File: config.mk
export PLATFORM = sky130hd
export DESIGN_NAME = class_grant_arb
export DESIGN_NICKNAME = d
export VERILOG_FILES = /design/src/rtl/carb_pkg.sv /design/src/rtl/carb_pick.sv /design/src/rtl/carb_window.sv /design/src/rtl/carb_share.sv /design/src/rtl/class_grant_arb.sv
export SDC_FILE = /design/constraint.sdc
export NUM_CORES = 1
export LEC_CHECK = 0
export BUFFER_PORTS_ARGS = -buffer_cell sky130_fd_sc_hd__buf_2
export CAP_MARGIN = 20
export CORE_AREA = 2 2 51 53
export DETAILED_ROUTE_END_ITERATION = 12
export DIE_AREA = 0 0 53 55
export PLACE_DENSITY = 0.83
export SYNTH_ARGS = -nofsm -noshare
export SYNTH_HDL_FRONTEND = slang
export SYNTH_SLANG_ARGS = --single-unit
export TNS_END_PERCENT = 30
File: constraint.sdc
create_clock -name clk -period 4.5 [get_ports clk]
set_clock_uncertainty 0.2 [all_clocks]
set_input_delay 0.9 -clock clk [delete_from_list [all_inputs] [get_ports clk]]
set_output_delay 0.9 -clock clk [all_outputs]
set_load 0.1 [all_outputs]
File: src/rtl/carb_pkg.sv
package carb_pkg;
  localparam int NCLS = 3;
  typedef logic [1:0] cls_t;
  localparam cls_t CLS0 = 2'd0;
  localparam cls_t CLS1 = 2'd1;
  localparam cls_t CLS2 = 2'd2;

  function automatic cls_t pair_other(input cls_t c);
    return (c == CLS1) ? CLS2 : CLS1;
  endfunction
endpackage

File: src/rtl/carb_pick.sv
module carb_pick
  import carb_pkg::*;
(
  input  logic [NCLS-1:0] req,
  input  logic            hold,
  input  cls_t            own,
  input  cls_t            fav,
  output logic            any,
  output cls_t            pick
);
  cls_t oth;

  always_comb begin
    oth = pair_other(fav);
    any = |req;
    if (hold)                pick = own;
    else if (req[CLS0])      pick = CLS0;
    else if (req[fav])       pick = fav;
    else if (req[oth])       pick = oth;
    else                     pick = CLS0;
  end
endmodule

File: src/rtl/carb_window.sv
module carb_window
  import carb_pkg::*;
#(
  parameter int EGW = 2
) (
  input  logic            clk,
  input  logic            rst,
  input  logic [NCLS-1:0] req,
  input  logic [NCLS-1:0] cont,
  input  logic            fire,
  input  cls_t            pick,
  input  logic            pick_split,
  input  logic [EGW-1:0]  pick_len,
  output logic            hold,
  output cls_t            own,
  output logic [EGW-1:0]  left
);
  logic           own_vld;
  logic           open_w;
  logic [EGW-1:0] len_eff;

  always_comb begin
    open_w  = own_vld && (left != '0);
    hold    = open_w && req[own] && cont[own] && !(req[CLS0] && (own != CLS0));
    len_eff = (pick_len == '0) ? EGW'(1) : pick_len;
  end

  always_ff @(posedge clk) begin
    if (rst) begin
      own_vld <= 1'b0;
      own     <= CLS0;
      left    <= '0;
    end else if (!fire) begin
      own_vld <= 1'b0;
      left    <= '0;
    end else if (pick_split) begin
      own_vld <= own_vld;
    end else if (hold) begin
      left    <= left - 1'b1;
    end else begin
      own_vld <= 1'b1;
      own     <= pick;
      left    <= len_eff - 1'b1;
    end
  end
endmodule

File: src/rtl/carb_share.sv
module carb_share
  import carb_pkg::*;
#(
  parameter int SHW = 4
) (
  input  logic           clk,
  input  logic           rst,
  input  logic [SHW-1:0] period,
  input  logic           fire,
  input  cls_t           pick,
  input  logic           hold,
  input  cls_t           own,
  output cls_t           fav_eff
);
  cls_t           fav;
  logic [SHW-1:0] cnt;
  logic [SHW-1:0] per_eff;
  logic           swap;

  always_comb begin
    per_eff = (period == '0) ? SHW'(1) : period;
    swap    = (cnt == '0) && !(hold && (own == fav));
    fav_eff = swap ? pair_other(fav) : fav;
  end

  always_ff @(posedge clk) begin
    if (rst) begin
      fav <= CLS1;
      cnt <= per_eff;
    end else if (swap) begin
      fav <= pair_other(fav);
      cnt <= (fire && (pick == pair_other(fav))) ? per_eff - 1'b1 : per_eff;
    end else if (fire && (pick == fav) && (cnt != '0)) begin
      cnt <= cnt - 1'b1;
    end
  end
endmodule

File: src/rtl/class_grant_arb.sv
module class_grant_arb
  import carb_pkg::*;
#(
  parameter int EGW = 2,
  parameter int SHW = 4
) (
  input  logic                clk,
  input  logic                rst,
  input  logic [2:0]          req,
  input  logic [2:0]          cont,
  input  logic [2:0]          split,
  input  logic [3*EGW-1:0]    eg_cfg,
  input  logic [SHW-1:0]      share_period,
  output logic                grant_vld,
  output logic [1:0]          grant_cls
);
  logic [EGW-1:0] len_arr [NCLS];
  logic           any;
  logic           hold;
  cls_t           pick;
  cls_t           own;
  cls_t           fav_eff;
  logic [EGW-1:0] win_left;

  for (genvar c = 0; c < NCLS; c++) begin : g_cfg
    assign len_arr[c] = eg_cfg[c*EGW +: EGW];
  end

  carb_pick u_pick (
    .req(req), .hold(hold), .own(own), .fav(fav_eff), .any(any), .pick(pick)
  );

  carb_window #(.EGW(EGW)) u_win (
    .clk(clk), .rst(rst), .req(req), .cont(cont), .fire(any), .pick(pick),
    .pick_split(split[pick]), .pick_len(len_arr[pick]),
    .hold(hold), .own(own), .left(win_left)
  );

  carb_share #(.SHW(SHW)) u_share (
    .clk(clk), .rst(rst), .period(share_period), .fire(any), .pick(pick),
    .hold(hold), .own(own), .fav_eff(fav_eff)
  );

  always_ff @(posedge clk) begin
    if (rst) begin
      grant_vld <= 1'b0;
      grant_cls <= CLS0;
    end else begin
      grant_vld <= any;
      grant_cls <= any ? pick : CLS0;
    end
  end
endmodule

==> summary.md, run 1 <==
| Metric | Value |
|---|---|
| GRT Total Usage | `20.7%` |
| Initial antenna violation count | `0` |
| Mapped Area | `0.00121 mm2` |
| Vias in the first global route | `between 1k and 1.5k` |
| Area leader, netlist | `dfxtp_1` |
| Worst hold slack | `0.269 ns` |
| Maximum VDD drop | `between 200 and 300 uV` |
| Routed len/inst | `14.3 um` |
| Delay-heaviest family, CP | `compound AO/OA/AOI/OAI gates` |
| Core area | `0.00236 mm2` |
| Setup crit start kind | `flip-flop` |
| Die Ht | `55 um` |
| Nets | `189` |
| Sequential-to-total area share from yosys stat | `26.5%` |
| Via density | `approximately 6.0` |
| Clock transition at path regs | `0.09 ns` |
| Post-synthesis register bit count | `14` |
| Routability congestion estimate from global placement | `0.868` |
| IO Pins | `24` |
| Inserted Diodes | `0` |
| Share of cells above drive strength 1 | `24.4%` |
| Crit-path cells | `inv_1 > ha_1 > nor3b_2 > a211oi_1 > a211oi_2 > o211ai_2 > a31oi_4 > xnor2_1 > o41ai_1` |
| CP Capture Type | `flip-flop` |
| Setup TNS Final | `0 ns` |
| Worst path required time | `4.21 ns` |
| Synth Net Count | `168` |
| Crit share post-route | `82.0%` |
| DP Wirelength | `2180 um` |
| First-pass GRT wire length | `4450 um` |
| Residual DRC | `0` |
| Number of CTS-inserted buffers | `3` |
| Finish-stage setup viols | `0` |
| Leakage power | `roughly 0.59 nW` |
| Starting Density | `51.1%` |
| Area growth syn-to-layout | `12.5%` |
| Clk sinks | `14` |
| H-tree lvl count | `1` |
| Number of setup buffers added after CTS | `0` |
| Hold WC Path Type | `flip-flop to flip-flop` |
| Die area | `0.00292 mm2` |
| RSZ-0062 raised after global routing | `no` |
| CTS tree | `done` |
| Fin area | `0.00136 mm2` |
| Top cell type's share of synthesized area | `16.6%` |
| Critical Path AT | `roughly 3.4 ns` |
| Vias | `1162` |
| Final wirelength | `2770 um` |
| Crit path max-delay cell type | `o41ai_1` |
| Max clock buf depth | `2` |
| Tightest Pin Transition | `0.798 ns` |
| Buffers on Ports | `23` |
| Post-synth cell types | `50` |
| Critical path type | `flip-flop to flip-flop` |
| Power Density | `between 400 and 500 mW/mm2` |
| Hold_buf cts | `0` |
| Post-DRT Antenna Nets | `0` |
| Overflow after GRT | `0` |
| Final Slew Violations | `0` |
| Final Hold Fails | `0` |
| Count of cells resized by post-cts repair | `0` |
| Yosys Warn Count | `0` |
| Placed Area | `0.00132 mm2` |
| Buf+Inv Stages, Crit Path | `1` |
| Die X | `53 um` |
| Worst-Skew Late Latency | `0.28 ns` |
| Achievable Freq | `0.271 GHz` |
| Final Critical Period | `3.69 ns` |
| Total power | `0.657 mW` |
| Cells after Synth | `144` |
| Worst rel slew slack | `46.1%` |
| Worst Path Max Fanout | `7` |
| Root Driver | `clkbuf_4` |
| Largest stage delay on the critical path | `0.76 ns` |
| Synth top area cells | `dfxtp_1 17%, edfxtp_1 9.9%, nor2_1 6.2%, mux2i_1 5.0%, nor3_1 3.7%` |
| Outcome | `finished clean` |
| Detailed Route Iter0 Violations | `34` |
| Site Rows | `18` |
| Pre-antenna DRT Iters | `4` |
| Largest net degree at the start of global routing | `13` |
| Max-cap violations | `0` |
| Fill count | `215` |
| Mean Syn Cell Area | `8.38 um2` |
-- routing by layer --
| metal | routed length (um) | global-route usage [%] |
|---|---|---|
| met5 | 0 | 0 |
| met3 | 188 | 3.23 |
| met2 | 1360 | 36.3 |
| met4 | 74 | 8.97 |
| met1 | 1140 | 25.2 |
-- cell type report --
class	count	area, um2	area share (%)
multi-input combinational	113	812	59.8
sequential	14	320	23.6
timing repair buffer	23	115	8.47
inverter	10	37.5	2.76
tap	30	37.5	2.76
clock buffer	4	36.3	2.67
-- tightest hold or removal path, delay by kind of cell, from the launching register on --
family / cells / cell delay [ns]
AO/OA/AOI/OAI: 1 / 0.05
AND/OR/NAND/NOR: 1 / 0.05
flip-flops: 1 / 0.32
-- cells in the mapped netlist, drive strengths merged --
library cell  count
nor2             20
nand2            12
dfxtp            10
inv              10
nor3              9
mux2i             7
a211oi            4
a31oi             4
buf               4
edfxtp            4
nor2b             4
o21ai             4
xnor2             4
a21oi             3
clkbuf            3
ha                3
mux2              3
nand3             3
nor3b             3
o2bb2ai           3
or2               3
a21o              2
nand2b            2
nand4             2
xor2              2
a211o             1
a21boi            1
a311oi            1
a31o              1
and3              1
and4b             1
nand3b            1
nand4bb           1
nor4              1
o2111a            1
o211ai            1
o311a             1
o31ai             1
o41ai             1
or2b              1
or3b              1
-- final timing paths --
kind	startpoint	end	slack, ns	cells past startpoint
worst min register to register	u_win.left[1]	u_win.left[1]	0.27	2
worst min-delay path	u_win.left[1]	u_win.left[1]	0.27	2
worst max register to register	u_share.cnt[0]	u_share.cnt[1]	0.81	9
worst max-delay path	u_share.cnt[0]	u_share.cnt[1]	0.81	9
-- cells by family (layout without fill, tap and decap cells) --
kind of cell             after synthesis  after routing  share of synthesized area (%)
flip-flops                            14             14                           26.5
XOR/XNOR                               6              6                           4.35
adder cells (fa/ha/maj)                3              3                           3.11
buffers and inverters                 17             37                           6.22
AO/OA/AOI/OAI                         29             29                           21.7
AND/OR/NAND/NOR                       65             65                           27.9
multiplexers                          10             10                           10.3
-- placed cells by master (no fill, tap or decap), drive strengths merged, types with 3 or more instances in the layout --
cell / n
buf: 23
nor2: 20
nand2: 12
inv: 10
dfxtp: 10
nor3: 9
mux2i: 7
nor2b: 4
xnor2: 4
edfxtp: 4
o21ai: 4
a211oi: 4
clkbuf: 4
a31oi: 4
o2bb2ai: 3
a21oi: 3
nand3: 3
ha: 3
or2: 3
nor3b: 3
mux2: 3
-- report_power, final --
part           total, mW  internal, mW  switching (mW)
logic              0.353         0.145           0.208
clock network     0.0912        0.0492          0.0420
registers          0.212         0.173          0.0391
-- sequential cells by signal, summed over array words and instances, names as in the netlist --
name / count
u_win.own: 2
u_win.left: 2
grant_vld: 1
u_share.cnt: 4
u_share.fav: 2
u_win.own_vld: 1
grant_cls: 2
-- metrics by stage --
step	util, %	instances	setup slack, ns
floorplan	-	144	1.05
global placement	55.9	190	0.791
detailed placement	55.9	190	0.602
CTS	57.5	194	0.858
global route	57.5	194	0.599
finish	57.5	194	0.810
Note: power is estimated with default switching activity, not from simulation.
==> run 2, diff against run 1 <==
--- a/config.mk
+++ b/config.mk
@@ -5,11 +5,12 @@
 export SDC_FILE = /design/constraint.sdc
 export NUM_CORES = 1
 export LEC_CHECK = 0
+export ABC_AREA = 1
 export BUFFER_PORTS_ARGS = -buffer_cell sky130_fd_sc_hd__buf_2
 export CAP_MARGIN = 20
-export CORE_AREA = 2 2 51 53
+export CORE_AREA = 2 2 50 52
 export DETAILED_ROUTE_END_ITERATION = 12
-export DIE_AREA = 0 0 53 55
+export DIE_AREA = 0 0 52 54
 export PLACE_DENSITY = 0.83
 export SYNTH_ARGS = -nofsm -noshare
 export SYNTH_HDL_FRONTEND = slang
==> constraint.sdc (replaced) <==
create_clock -name clk -period 3.8 [get_ports clk]
set_clock_uncertainty 0.2 [all_clocks]
set_input_delay 0.76 -clock clk [delete_from_list [all_inputs] [get_ports clk]]
set_output_delay 0.76 -clock clk [all_outputs]
set_load 0.1 [all_outputs]
==> run 2 against run 1 <==
Count of clock-buffer cells in the layout unchanged. Global-route usage is 2.5 points lower. Clock power up 15%. Worst setup slack better by 0.056 ns. Combinational power rose by 24%. Synthesized cell count is 17% higher. Critical path depth increased by 8. Total power rose by 19%. Hold slack better by 0.0082 ns. First-iteration DRC count fell by 35%. Routed wire length shrank 17%. Via count shrank 3.9%. Largest power group unchanged. Highest routed layer unchanged.
==> summary.md, run 2 <==
| Metric | Value |
|---|---|
| Worst Path Max Fanout | `8` |
| Largest net degree at the start of global routing | `9` |
| Number of setup buffers added after CTS | `0` |
| Worst R2R Start | `u_share.cnt[0]` |
| Post-layout util | `57.4%` |
| Share of cells above drive strength 1 | `27.8%` |
| Crit share post-route | `77.2%` |
| Top cell type's share of synthesized area | `between 15 and 20%` |
| Detailed Route Iter0 Violations | `22` |
| Worst-Skew Late Latency | `approximately 0.28 ns` |
| Vias | `1117` |
| Hold path cells | `2` |
| FF-to-FF path depth | `14` |
| Setup TNS Final | `0 ns` |
| Tightest Pin Transition | `0.520 ns` |
| Reg2reg end | `u_share.cnt[1]` |
| Number of CTS-inserted buffers | `3` |
| RSZ-0062 raised after global routing | `no` |
| Final wirelength | `2290 um` |
| Gate power share | `56.3%` |
| Pre-antenna DRT Iters | `4` |
| Achievable Freq | `0.341 GHz` |
| Overflow after GRT | `0` |
| Top cells by count, synth | `40 x nand2_1, 26 x inv_1, 15 x nand3_1, 15 x nor2_1, 10 x dfxtp_1` |
| Predominant post-synthesis flop cell | `dfxtp_1` |
| Most frequent cell after synthesis | `nand2_1` |
| Flop pwr share | `30.2%` |
| Switch Pwr | `between 0.3 and 0.4 mW` |
| Ys async rst share | `0%` |
| Die area | `0.00281 mm2` |
| Yosys Warn Count | `0` |
| Placed Cells incl. Taps | `220` |
| Initial antenna violation count | `0` |
| Mean Syn Cell Area | `6.84 um2` |
| Worst rel slew slack | `approximately 65%` |
| Hold_buf cts | `0` |
| H-tree lvl count | `1` |
| Hold WC Path Type | `flip-flop to flip-flop` |
| Die X | `52 um` |
| Maximum VDD drop | `430 uV` |
| Min-delay src | `u_win.own_vld` |
| EDFF count, synth | `4` |
| Cells after Synth | `168` |
| IO Pins | `24` |
| Final Critical Period | `2.93 ns` |
| P_int | `0.415 mW` |
| Buffers on Ports | `23` |
| Site Rows | `18` |
| Post-synth cell types | `33` |
| Clock transition at path regs | `0.08 ns` |
| Largest reg by FF count | `u_share.cnt` |
| Max-cap violations | `0` |
| Critical Path AT | `~2.7 ns` |
| GRT Total Usage | `18.1%` |
| Post-DRT Antenna Nets | `0` |
| First-pass GRT wire length | `~3800 um` |
| Die Ht | `54 um` |
| Area leader, netlist | `dfxtp_1` |
| Nets | `219` |
| CTS tree | `done` |
| Net switching fraction of the power | `46.6%` |
| Residual DRC | `0` |
| Leading cell type in the layout, fill and taps excluded | `nand2_1` |
| Core area | `0.00232 mm2` |
| CP Capture Type | `flip-flop` |
| Final Non-Filler Cells | `224` |
| Synth top area cells | `dfxtp_1 17%, nand2_1 13%, edfxtp_1 10%, inv_1 8.5%, nand3_1 6.5%` |
| Finish-stage setup viols | `0` |
| Critical path type | `primary input to flip-flop` |
| Sequential-to-total area share from yosys stat | `27.9%` |
| Max clock buf depth | `2` |
| Synth Net Count | `192` |
| Mapped Area | `0.00115 mm2` |
| Root Driver | `clkbuf_4` |
| Routed len/inst | `between 10 and 15 um` |
| Inserted Diodes | `0` |
| Vias in the first global route | `942` |
| Power Density | `585 mW/mm2` |
| Hold endpoint | `u_win.own_vld` |
| Final Hold Fails | `0` |
| Starting Density | `49.6%` |
| Outcome | `finished clean` |
| Final Slew Violations | `0` |
| Flip-flop count of the largest register after layout | `4` |
| Worst path required time | `3.52 ns` |
| Setup crit start kind | `primary input` |
| R2R setup slack | `0.94 ns` |
| Count of cells resized by post-cts repair | `0` |
| Leakage power | `0.688 nW` |
| Commonest non-fill, non-tap cells in the layout | `40 x nand2_1, 26 x inv_1, 23 x buf_2` |
| DP Wirelength | `1910 um` |
| Clock network fraction of total power | `13.5%` |
| Area growth syn-to-layout | `15.8%` |
| Post-synthesis register bit count | `14` |
| Via density | `4.99` |
| Clk sinks | `14` |
| Routability congestion estimate from global placement | `0.926` |
## run 2: changes by cell type in the layout (fill, tap and decap cells not counted), sizes merged, moves of 4 or more
cell	previous run	this run
a21oi	3	7
inv	10	31
mux2i	7	0
nand2	12	50
nand3	3	21
nor2	20	16
nor2b	4	0
nor3	9	1
## run 2: per-stage QoR
step	instance area (um2)	hold WS, ns	setup slack, ns	total power, mW
floorplan	1150	0.236	0.908	0.596
global placement	1290	0.250	0.630	0.671
detailed placement	1290	0.255	0.563	0.678
CTS	1330	0.276	0.859	0.785
global route	1330	0.305	0.597	0.854
finish	1330	0.277	0.866	0.778
## run 2: how the worst max path moves through the flow
stage,slack [ns],end,from
floorplan,0.91,u_share.cnt[0],req[1]
global placement,0.63,u_share.cnt[0],req[1]
detailed placement,0.56,u_share.cnt[1],req[1]
CTS,0.86,u_share.cnt[1],req[1]
global route,0.60,u_share.cnt[1],req[1]
finish,0.87,u_share.cnt[1],req[1]
## run 2: final cells by class
class	count	area (um2)
repair buffers	23	115
flip-flops and latches	14	320
multi-input cells	121	702
clock buffers	4	36.3
well taps	30	37.5
inverters	32	120
fillers	245	988
## run 2: cell families (layout without fill, tap and decap cells)
group	after synthesis	count (layout)	share of synthesized area, %
fa+ha+maj	3	3	3.26
flops	14	14	27.9
compound gates	21	21	13.1
xor+xnor	5	5	3.81
buf+inv	33	59	11.1
simple gates	92	92	40.9
## run 2: per-layer routing
layer	vias up	wire length [um]	share of wire, %	GRT usage (%)
li1	590	-	-	-
met1	495	1070	46	22.3
met2	28	1100	48	32.7
met3	4	99	4.3	3.33
met4	0	29	1.3	4.39
met5	-	0	0	0
## run 2: power by group through the flow
stage | logic (mW) | registers [mW] | clock network, mW
3_3_place_gp | 0.433 | 0.238 | 0
5_1_grt | 0.500 | 0.240 | 0.114
2_1_floorplan | 0.333 | 0.263 | 0
6_report | 0.438 | 0.235 | 0.105
3_5_place_dp | 0.440 | 0.238 | 0
4_1_cts | 0.441 | 0.235 | 0.109
## run 2: critical path, cell delays in order
cell and delay [ns]:
buf_2 0.10, inv_1 0.05, nor2_1 0.07, nand2_1 0.05
nand2_1 0.05, nand2_1 0.05, nand2_2 0.08, nand3_4 0.09
nand3_2 0.14, nand2_2 0.09, inv_2 0.07, nand3_2 0.10
nand3_2 0.12, nand2_4 0.09, a211oi_1 0.19, o21ai_0 0.10
o21ai_0 0.44
==> run 3, diff against run 2 <==
--- a/config.mk
+++ b/config.mk
@@ -5,13 +5,13 @@
 export SDC_FILE = /design/constraint.sdc
 export NUM_CORES = 1
 export LEC_CHECK = 0
-export ABC_AREA = 1
+export ABC_AREA = 0
 export BUFFER_PORTS_ARGS = -buffer_cell sky130_fd_sc_hd__buf_2
 export CAP_MARGIN = 20
-export CORE_AREA = 2 2 50 52
+export CORE_AREA = 2 2 53 55
 export DETAILED_ROUTE_END_ITERATION = 12
-export DIE_AREA = 0 0 52 54
-export PLACE_DENSITY = 0.83
+export DIE_AREA = 0 0 55 57
+export PLACE_DENSITY = 0.81
 export SYNTH_ARGS = -nofsm -noshare
 export SYNTH_HDL_FRONTEND = slang
 export SYNTH_SLANG_ARGS = --single-unit
==> constraint.sdc (replaced) <==
create_clock -name clk -period 2.4 [get_ports clk]
set_clock_uncertainty 0.2 [all_clocks]
set_input_delay 0.48 -clock clk [delete_from_list [all_inputs] [get_ports clk]]
set_output_delay 0.48 -clock clk [all_outputs]
set_load 0.1 [all_outputs]
==> run 3 against run 2 <==
The run now ends with setup timing left. Clock power rose by 31%. Die area rose by 12%. Total power rose by 110%. Count of clock-buffer cells in the layout fell by 1. Highest routed layer unchanged.
==> summary.md, run 3 (synthesized netlist as in run 1, its figures left out) <==
| Metric | Value |
|---|---|
| Crit share post-route | `122%` |
| DR top layer | `met4` |
| CTS tree | `done` |
| Hold path cells | `2` |
| DP Wirelength | `2320 um` |
| Vias in the first global route | `1276` |
| First-pass GRT wire length | `5640 um` |
| GRT Total Usage | `24.2%` |
| Number of CTS-inserted buffers | `3` |
| Setup TNS Final | `-6.52 ns` |
| Fill count | `between 150 and 200` |
| Leakage power | `about 0.82 nW` |
| Die X | `55 um` |
| Final Slew Violations | `0` |
| Power Density | `946 mW/mm2` |
| Met3 wire length | `223 um` |
| Critical Path AT | `roughly 2.9 ns` |
| Critical path type | `flip-flop to flip-flop` |
| Starting Density | `between 40% and 50%` |
| Inserted Diodes | `0` |
| H-tree lvl count | `1` |
| IO Pins | `24` |
| Crit-path cells | `inv_2 > ha_4 > or3b_4 > buf_4 > nor3_1 > nor3_2 > a31oi_4 > mux2i_4 > nand2_2 > mux2_4` |
| Clock transition at path regs | `0.08 ns` |
| Residual DRC | `0` |
| CP Capture Type | `flip-flop` |
| Core area | `roughly 0.0026 mm2` |
| Total power | `1.67 mW` |
| Leading cell type in the layout, fill and taps excluded | `buf_4` |
| Clk sinks | `14` |
| Final Hold Fails | `0` |
| Die Ht | `57 um` |
| Maximum VDD drop | `a little under 800 uV` |
| Post-DRT Antenna Nets | `0` |
| Reg2reg end | `u_win.own[1]` |
| Site Rows | `19` |
| Max clock buf depth | `2` |
| Achievable Freq | `0.340 GHz` |
| Detailed Route Iter0 Violations | `43` |
| Buffers on Ports | `23` |
| Multi-input gate area | `890 um2` |
| Worst hold slack | `0.268 ns` |
| Worst Path Max Fanout | `5` |
| Final wirelength | `roughly 3500 um` |
| Final Critical Period | `between 2 and 3 ns` |
| Crit path max-delay cell type | `edfxtp_1` |
| Pre-antenna DRT Iters | `5` |
| Register Area | `320 um2` |
| Outcome | `complete, but fails checks` |
| Routed len/inst | `approximately 15 um` |
| Hold WC Path Type | `flip-flop to flip-flop` |
| Finish-stage setup viols | `14` |
| Nets | `233` |
| Root Driver | `clkbuf_4` |
| Largest net degree at the start of global routing | `13` |
| Max-cap violations | `0` |
| Area growth syn-to-layout | `46.5%` |
| Post-route setup slack | `-0.539 ns` |
| Failing checks | `setup timing` |
| Setup crit start kind | `flip-flop` |
| Met2 wire len | `1720 um` |
| Commonest non-fill, non-tap cells in the layout | `41 x buf_4, 23 x buf_2, 20 x nor2_1` |
| Flip-flop count of the largest register after layout | `4` |
| Routability congestion estimate from global placement | `approximately 0.95` |
| Worst-Skew Late Latency | `0.29 ns` |
| Tightest Pin Transition | `0.485 ns` |
| Worst rel slew slack | `approximately two thirds` |
| Largest stage delay on the critical path | `0.42 ns` |
| Worst path required time | `2.38 ns` |
| Largest reg by FF count | `u_share.cnt` |
| Share of cells above drive strength 1 | `a little under half` |
| M1 wire length | `~1500 um` |
| Initial antenna violation count | `0` |
| FF-to-FF path depth | `10` |
| Overflow after GRT | `0` |
| Vias | `between 1k and 1.5k` |
| Hold endpoint | `u_win.left[1]` |
| RSZ-0062 raised after global routing | `yes` |
| R2R setup slack | `-0.54 ns` |
| Worst R2R Start | `u_share.cnt[1]` |
| Via density | `5.57` |
| Min-delay src | `u_win.left[1]` |
| Die area | `0.00314 mm2` |
==> run 3: cell types whose count changed in the layout (fill, tap and decap cells not counted), sizes merged, moves of 4 or more <==
cell,previous run,this run
nand3,21,3
nor3,1,9
inv,31,10
nor2b,0,4
nor2,16,20
buf,23,67
nand2,50,12
a21oi,7,3
mux2i,0,7
==> run 3: power by group <==
| group | switching [mW] | internal (mW) | leakage (nW) |
|---|---|---|---|
| sequential | 0.0605 | 0.325 | 0.122 |
| clock | 0.0769 | 0.0606 | 0.0154 |
| combinational | 0.555 | 0.595 | 0.679 |
| total | 0.692 | 0.981 | 0.817 |
==> run 3: layer usage <==
layer,vias up,track usage [%]
met2,68,39.3
met5,-,0
met3,9,4.19
met4,0,6.27
li1,641,-
met1,613,32.8
==> run 3: area by class of cell <==
| class | count | area share, % |
|---|---|---|
| Clock buffer | 3 | 1.27 |
| Clock inverter | 1 | 0.212 |
| Inverter | 10 | 2.12 |
| Multi-Input combinational cell | 113 | 50.3 |
| Sequential cell | 14 | 18.1 |
| Tap cell | 31 | 2.19 |
| Timing Repair Buffer | 67 | 25.8 |
==> run 3: worst max path at each step <==
stage	from	end	slack, ns	cells past startpoint
floorplan	u_share.cnt[0]	u_win.own[1]	-0.43	10
global placement	u_share.cnt[0]	u_share.cnt[3]	-0.48	10
detailed placement	u_share.cnt[0]	u_share.cnt[3]	-0.55	10
CTS	u_share.cnt[1]	u_win.own[1]	-0.46	10
global route	u_share.cnt[1]	u_win.left[0]	-0.67	11
finish	u_share.cnt[1]	u_win.own[1]	-0.54	10
==> run 3: through the flow <==
step / cells / setup WS (ns) / utilization [%] / instance area (um2)
after floorplan: 144 / -0.432 / - / 1230
after global placement: 221 / -0.475 / 60.0 / 1570
after detailed placement: 221 / -0.554 / 60.0 / 1570
after CTS: 233 / -0.463 / 65.3 / 1710
after global routing: 239 / -0.666 / 67.7 / 1770
final: 239 / -0.539 / 67.7 / 1770
==> run 3: worst max-delay path, delay by kind of cell, from the launching register on <==
family	cells	cell delay (ns)
muxes	2	0.61
and+or+nand+nor	4	0.88
AOI/OAI and AO/OA	1	0.33
buffers and inverters	2	0.26
DFF	1	0.42
adders and majority gates	1	0.13
==> run 3: timing repair <==
item / in CTS / in global routing
hold buffers: 0 / 0
gates resized for setup: 13 / 5
setup endpoints to repair: 13 / 15
buffers inserted: 8 / 6
pin swaps: 11 / 7
